File: src/rtl/sar_pkg.sv
package sar_pkg;

    localparam int unsigned CODE_W   = 6;
    localparam int unsigned DONE_STP = CODE_W + 1;
    localparam int unsigned STEP_W   = $clog2(DONE_STP + 1);
    localparam int unsigned IDX_W    = $clog2(CODE_W);

    typedef enum logic {
        PH_IDLE = 1'b0,
        PH_RUN  = 1'b1
    } phase_e;

    typedef struct packed {
        logic             clear;
        logic             trying;
        logic             decide;
        logic [IDX_W-1:0] idx;
        logic             done;
    } ctl_s;

endpackage

File: src/rtl/sar_ctl.sv
module sar_ctl
    import sar_pkg::*;
(
    input  logic clk,
    input  logic rst,
    input  logic start_i,
    input  logic cs_n_i,
    output ctl_s ctl_o
);

    phase_e              phase_q;
    logic [STEP_W-1:0]   step_q;
    logic                accept;

    assign accept = start_i & ~cs_n_i;

    always_ff @(posedge clk) begin
        if (rst) begin
            phase_q <= PH_IDLE;
            step_q  <= '0;
        end else if (accept) begin
            phase_q <= PH_RUN;
            step_q  <= '0;
        end else if (phase_q == PH_RUN) begin
            if (step_q == STEP_W'(DONE_STP)) begin
                phase_q <= PH_IDLE;
                step_q  <= '0;
            end else begin
                step_q  <= step_q + 1'b1;
            end
        end
    end

    always_comb begin
        ctl_o.clear  = accept;
        ctl_o.trying = (phase_q == PH_RUN) && (step_q < STEP_W'(CODE_W));
        ctl_o.decide = ctl_o.trying && !accept;
        ctl_o.idx    = IDX_W'(CODE_W - 1) - IDX_W'(step_q);
        ctl_o.done   = (phase_q == PH_RUN) && !accept && (step_q == STEP_W'(DONE_STP));
    end

    // completion only follows a full run of trial steps
    a_r6_done_after_last_trial: assert property (@(posedge clk) disable iff (rst)
        ctl_o.done |-> $past(phase_q == PH_RUN));

    // an accepted START always restarts the step count
    a_r10_restart_count: assert property (@(posedge clk) disable iff (rst)
        accept |=> (step_q == '0 && phase_q == PH_RUN));

endmodule

File: src/rtl/sar_reg.sv
module sar_reg
    import sar_pkg::*;
(
    input  logic              clk,
    input  logic              rst,
    input  ctl_s              ctl_i,
    input  logic              cmp_i,
    output logic [CODE_W-1:0] sar_o,
    output logic [CODE_W-1:0] trial_o
);

    logic [CODE_W-1:0] sar_q;
    logic [CODE_W-1:0] probe;

    always_comb begin
        probe = '0;
        if (ctl_i.trying) probe[ctl_i.idx] = 1'b1;
    end

    always_ff @(posedge clk) begin
        if (rst || ctl_i.clear) begin
            sar_q <= '0;
        end else if (ctl_i.decide) begin
            sar_q[ctl_i.idx] <= ~cmp_i;
        end
    end

    assign sar_o   = sar_q;
    assign trial_o = sar_q | probe;

    // an accepted START empties the register
    a_r2_clear_on_start: assert property (@(posedge clk) disable iff (rst)
        ctl_i.clear |=> (sar_o == '0));

    // at most one bit of the register moves per edge outside a clear
    a_r3_one_bit_per_edge: assert property (@(posedge clk) disable iff (rst)
        (!ctl_i.clear && !$past(ctl_i.clear)) |-> ($countones(sar_o ^ $past(sar_o)) <= 1));

    // a trial keeps the bit under test only when the comparator says the DAC is not above
    a_r4_decision: assert property (@(posedge clk) disable iff (rst)
        ctl_i.decide |=> (sar_o[$past(ctl_i.idx)] == !$past(cmp_i)));

endmodule

File: src/rtl/sar_flag.sv
module sar_flag
    import sar_pkg::*;
(
    input  logic clk,
    input  logic rst,
    input  ctl_s ctl_i,
    input  logic oe_n_i,
    output logic eoc_n_o
);

    logic eoc_n_q;

    always_ff @(posedge clk) begin
        if (rst || ctl_i.clear) begin
            eoc_n_q <= 1'b1;
        end else if (ctl_i.done) begin
            eoc_n_q <= 1'b0;
        end else if (!eoc_n_q && !oe_n_i) begin
            eoc_n_q <= 1'b1;
        end
    end

    assign eoc_n_o = eoc_n_q;

    // a read strobe releases the flag on the next edge
    a_r7_read_releases: assert property (@(posedge clk) disable iff (rst)
        (!eoc_n_o && !oe_n_i && !ctl_i.done) |=> eoc_n_o);

    // without a read or a new START the flag holds low
    a_r7_flag_holds: assert property (@(posedge clk) disable iff (rst)
        (!eoc_n_o && oe_n_i && !ctl_i.clear) |=> !eoc_n_o);

endmodule

File: src/rtl/sar_conv_ctrl.sv
module sar_conv_ctrl
    import sar_pkg::*;
(
    input  logic              clk,
    input  logic              rst,
    input  logic              cs_n_i,
    input  logic              start_i,
    input  logic              cmp_i,
    input  logic              oe_n_i,
    output logic [CODE_W-1:0] trial_o,
    output logic [CODE_W-1:0] data_o,
    output logic              data_en_o,
    output logic              eoc_n_o
);

    ctl_s ctl;

    sar_ctl u_ctl (
        .clk     (clk),
        .rst     (rst),
        .start_i (start_i),
        .cs_n_i  (cs_n_i),
        .ctl_o   (ctl)
    );

    sar_reg u_reg (
        .clk     (clk),
        .rst     (rst),
        .ctl_i   (ctl),
        .cmp_i   (cmp_i),
        .sar_o   (data_o),
        .trial_o (trial_o)
    );

    sar_flag u_flag (
        .clk     (clk),
        .rst     (rst),
        .ctl_i   (ctl),
        .oe_n_i  (oe_n_i),
        .eoc_n_o (eoc_n_o)
    );

    assign data_en_o = ~oe_n_i;

    // with chip select high, START leaves a finished result alone
    a_r2_deselected_start: assert property (@(posedge clk) disable iff (rst)
        (cs_n_i && start_i && !eoc_n_o) |=> $stable(data_o));

endmodule

File: config.mk
export PLATFORM = sky130hd
export DESIGN_NAME = sar_conv_ctrl
export DESIGN_NICKNAME = d
export VERILOG_FILES = /design/src/rtl/sar_pkg.sv /design/src/rtl/sar_ctl.sv /design/src/rtl/sar_reg.sv /design/src/rtl/sar_flag.sv /design/src/rtl/sar_conv_ctrl.sv
export SDC_FILE = /design/constraint.sdc
export NUM_CORES = 1
export LEC_CHECK = 0
export BUFFER_PORTS_ARGS = -buffer_cell sky130_fd_sc_hd__buf_2
export CAP_MARGIN = 20
export CORE_MARGIN = 2
export CORE_UTILIZATION = 35
export DETAILED_ROUTE_END_ITERATION = 12
export GPL_ROUTABILITY_DRIVEN = 0
export PLACE_DENSITY = 0.71
export SLEW_MARGIN = 20
export SYNTH_ARGS = -nofsm -noshare
export SYNTH_HDL_FRONTEND = slang
export SYNTH_SLANG_ARGS = --single-unit
File: constraint.sdc
create_clock -name clk -period 2.2 [get_ports clk]
set_clock_uncertainty 0.15 [all_clocks]
set_input_delay 0.22 -clock clk [delete_from_list [all_inputs] [get_ports clk]]
set_output_delay 0.22 -clock clk [all_outputs]
set_load 0.03 [all_outputs]
==> flow_metrics.tcl <==
set metrics [dict create \
    hold_viol 0 \
    clock_latency_ps 270 \
    hold_slack_ps 68.3 \
    layout_commonest_cell "buf_2" \
    syn_inst 55 \
    cp.arrival_ps 1490 \
    drc_errors 0 \
    hold_class "input port to flop" \
    power.density_mw_per_mm2 600 \
    ys_seq_area_frac 0.400 \
    grt_setup_unrepaired "false" \
    r2r.worst_path.cells 5 \
    syn_area_um2 551 \
    cp-startpoint "u_ctl.phase_q" \
    grt_max_degree 13 \
    p_leak_nw 0.348 \
    synth_edf_count 0 \
    finalNonFillerCells 92 \
    die_y_um 43.7 \
    htreeDepth 1 \
    grt_pass1_wl_mm 1.83 \
    io_buffers 19 \
    dp.cells 87 \
    worstMarginPinSlew_ps 377 \
    vias 475 \
    postCtsSetupRepairBufs 0 \
    diodes 0 \
    start_kind "flop" \
    hpwl_um 792 \
    crit_path_top_delay_cell "dfxtp_1" \
    rows 14 \
    synth.net_count 63 \
    clk_path_buf_depth 2 \
    wl_mm 1.06 \
    maxCapViolations 0 \
    clk_pin_slew_ps 70 \
    ioPinCount 20 \
    nNetsFinal 85 \
    drtPass1Iterations 4 \
    worstSetupPathType "flop to output pin" \
    pre_cts_ws_ps 641 \
    p_total_uw 401 \
    syn_area_per_cell_um2 10.0 \
    synth-main-ff-cell "dfxtp_1" \
    max_freq_ghz 0.537 \
    outcome "finished clean" \
    worstReg2RegStart "u_ctl.step_q[0]" \
    die_w_um 43.7 \
    cts_tree "built" \
    cts_root_buf "clkbuf_4" \
    grtUsageTotal 0.128 \
    ant_nets 0 \
    worstPathCellList "nor2b_2 > a31o_1 > buf_2" \
    worstHoldEndpoint "u_ctl.phase_q" \
    coreArea_mm2 0.00149 \
    final_area_um2 668 \
    required_ps 1830 \
    drive_above_1_share 0.355 \
    postPlaceCellArea_um2 632 \
    period_share 0.847 \
    grt_pass1_vias 425 \
    crit_buf_inv 1 \
    cts-resized-gates 0 \
    hold_path_depth 3 \
    synth_async_sr_flop_share 0 \
    antenna_found_initial 0 \
    routedWlPerCell_um 11.5 \
    end_kind "output pin" \
    area_growth_pct 21.4 \
    worst_path_largest_cell_delay_ps 540 \
    tns_ps 0 \
    post-route-util 0.449 \
    final_cell_mix "buf_2 (19), dfxtp_1 (11), nand2b_1 (5)" \
    routed_via_density 5.16 \
    synth_seq_cells 11 \
    drtIter0Drc 5 \
    finalCriticalPeriod_ps 1860 \
    fin_ws_ps 337 \
    hold_path.startpoint "start_i" \
    dieArea_mm2 0.00191 \
    ys_warn_count 0 \
    cts.sinks 11 \
    ys_types 22 \
    cp_top_family "flip-flops" \
    hold_buffers 1 \
    slew_headroom 0.749 \
    grt_overflow 0 \
    r2r_end "u_ctl.step_q[0]" \
    crit_fanout 12 \
    r2r_slack_ps 690 \
    setup_viol 0 \
    vdd.ir_drop.worst_uv 246 \
    finalMaxSlewViolations 0 \
    start_util 0.370 \
    cts_made_buffers 3 \
]
## synthesized netlist by cell type (2+ instances only)
| cell type | instances | area, um^2 |
|---|---|---|
| nor2_1 | 4 | 15.0 |
| nor3b_2 | 2 | 25.0 |
| buf_6 | 3 | 33.8 |
| a21oi_1 | 3 | 15.0 |
| nand4_1 | 2 | 12.5 |
| and3b_1 | 4 | 35.0 |
| dfxtp_1 | 11 | 220 |
| nor2b_2 | 2 | 17.5 |
| ha_1 | 2 | 25.0 |
| a31o_1 | 3 | 26.3 |
| nand3_1 | 2 | 10.0 |
| mux2i_1 | 2 | 20.0 |
| nand2b_1 | 5 | 31.3 |
| inv_1 | 2 | 7.51 |
## how the worst max path moves through the flow
stage / endpoint / slack [ps] / cells past startpoint
final: trial_o[2] / 340 / 3
after global routing: trial_o[5] / 190 / 4
after CTS: trial_o[2] / 340 / 3
after detailed placement: trial_o[2] / 640 / 3
after global placement: trial_o[2] / 670 / 3
after floorplan: u_reg.sar_o[0] / 830 / 4
## final cells by class
class / count / area [um^2]
flip-flops and latches: 11 / 220
multi-input cells: 39 / 289
repair buffers: 20 / 105
inverters: 2 / 7.51
fillers: 148 / 821
well taps: 16 / 20.0
clock buffers: 4 / 26.3
## sequential cells by signal, summed over array words and instances, names as in the netlist
signal          count
u_ctl.phase_q       1
u_ctl.step_q        3
u_flag.eoc_n_o      1
u_reg.sar_o         6
## cells by family (layout without fill, tap and decap cells)
logic type,count (synthesis),count (layout),share of synthesized area
compound gates,10,10,0.127
fa+ha+maj,2,2,0.0454
buf+inv,5,26,0.0750
flops,11,11,0.400
mux,2,2,0.0364
simple gates,25,25,0.316
## power breakdown
part / internal (mW) / leakage [nW] / switching [mW] / total (mW)
sequential: 0.203 / 0.0891 / 0.00835 / 0.211
clock: 0.0702 / 0.0150 / 0.0713 / 0.141
combinational: 0.0198 / 0.244 / 0.0283 / 0.0481
## layer usage
metal,vias up,GRT usage,part of all wire
met5,-,0,0
met4,0,0.0909,0.029
met3,5,0.0292,0.062
met2,17,0.182,0.42
met1,214,0.170,0.49
li1,239,-,-
## worst min-delay path: stages
cell and delay (ps):
buf_2 90, nand2b_1 70, a21oi_1 60
Note: power is estimated with default switching activity, not from simulation.
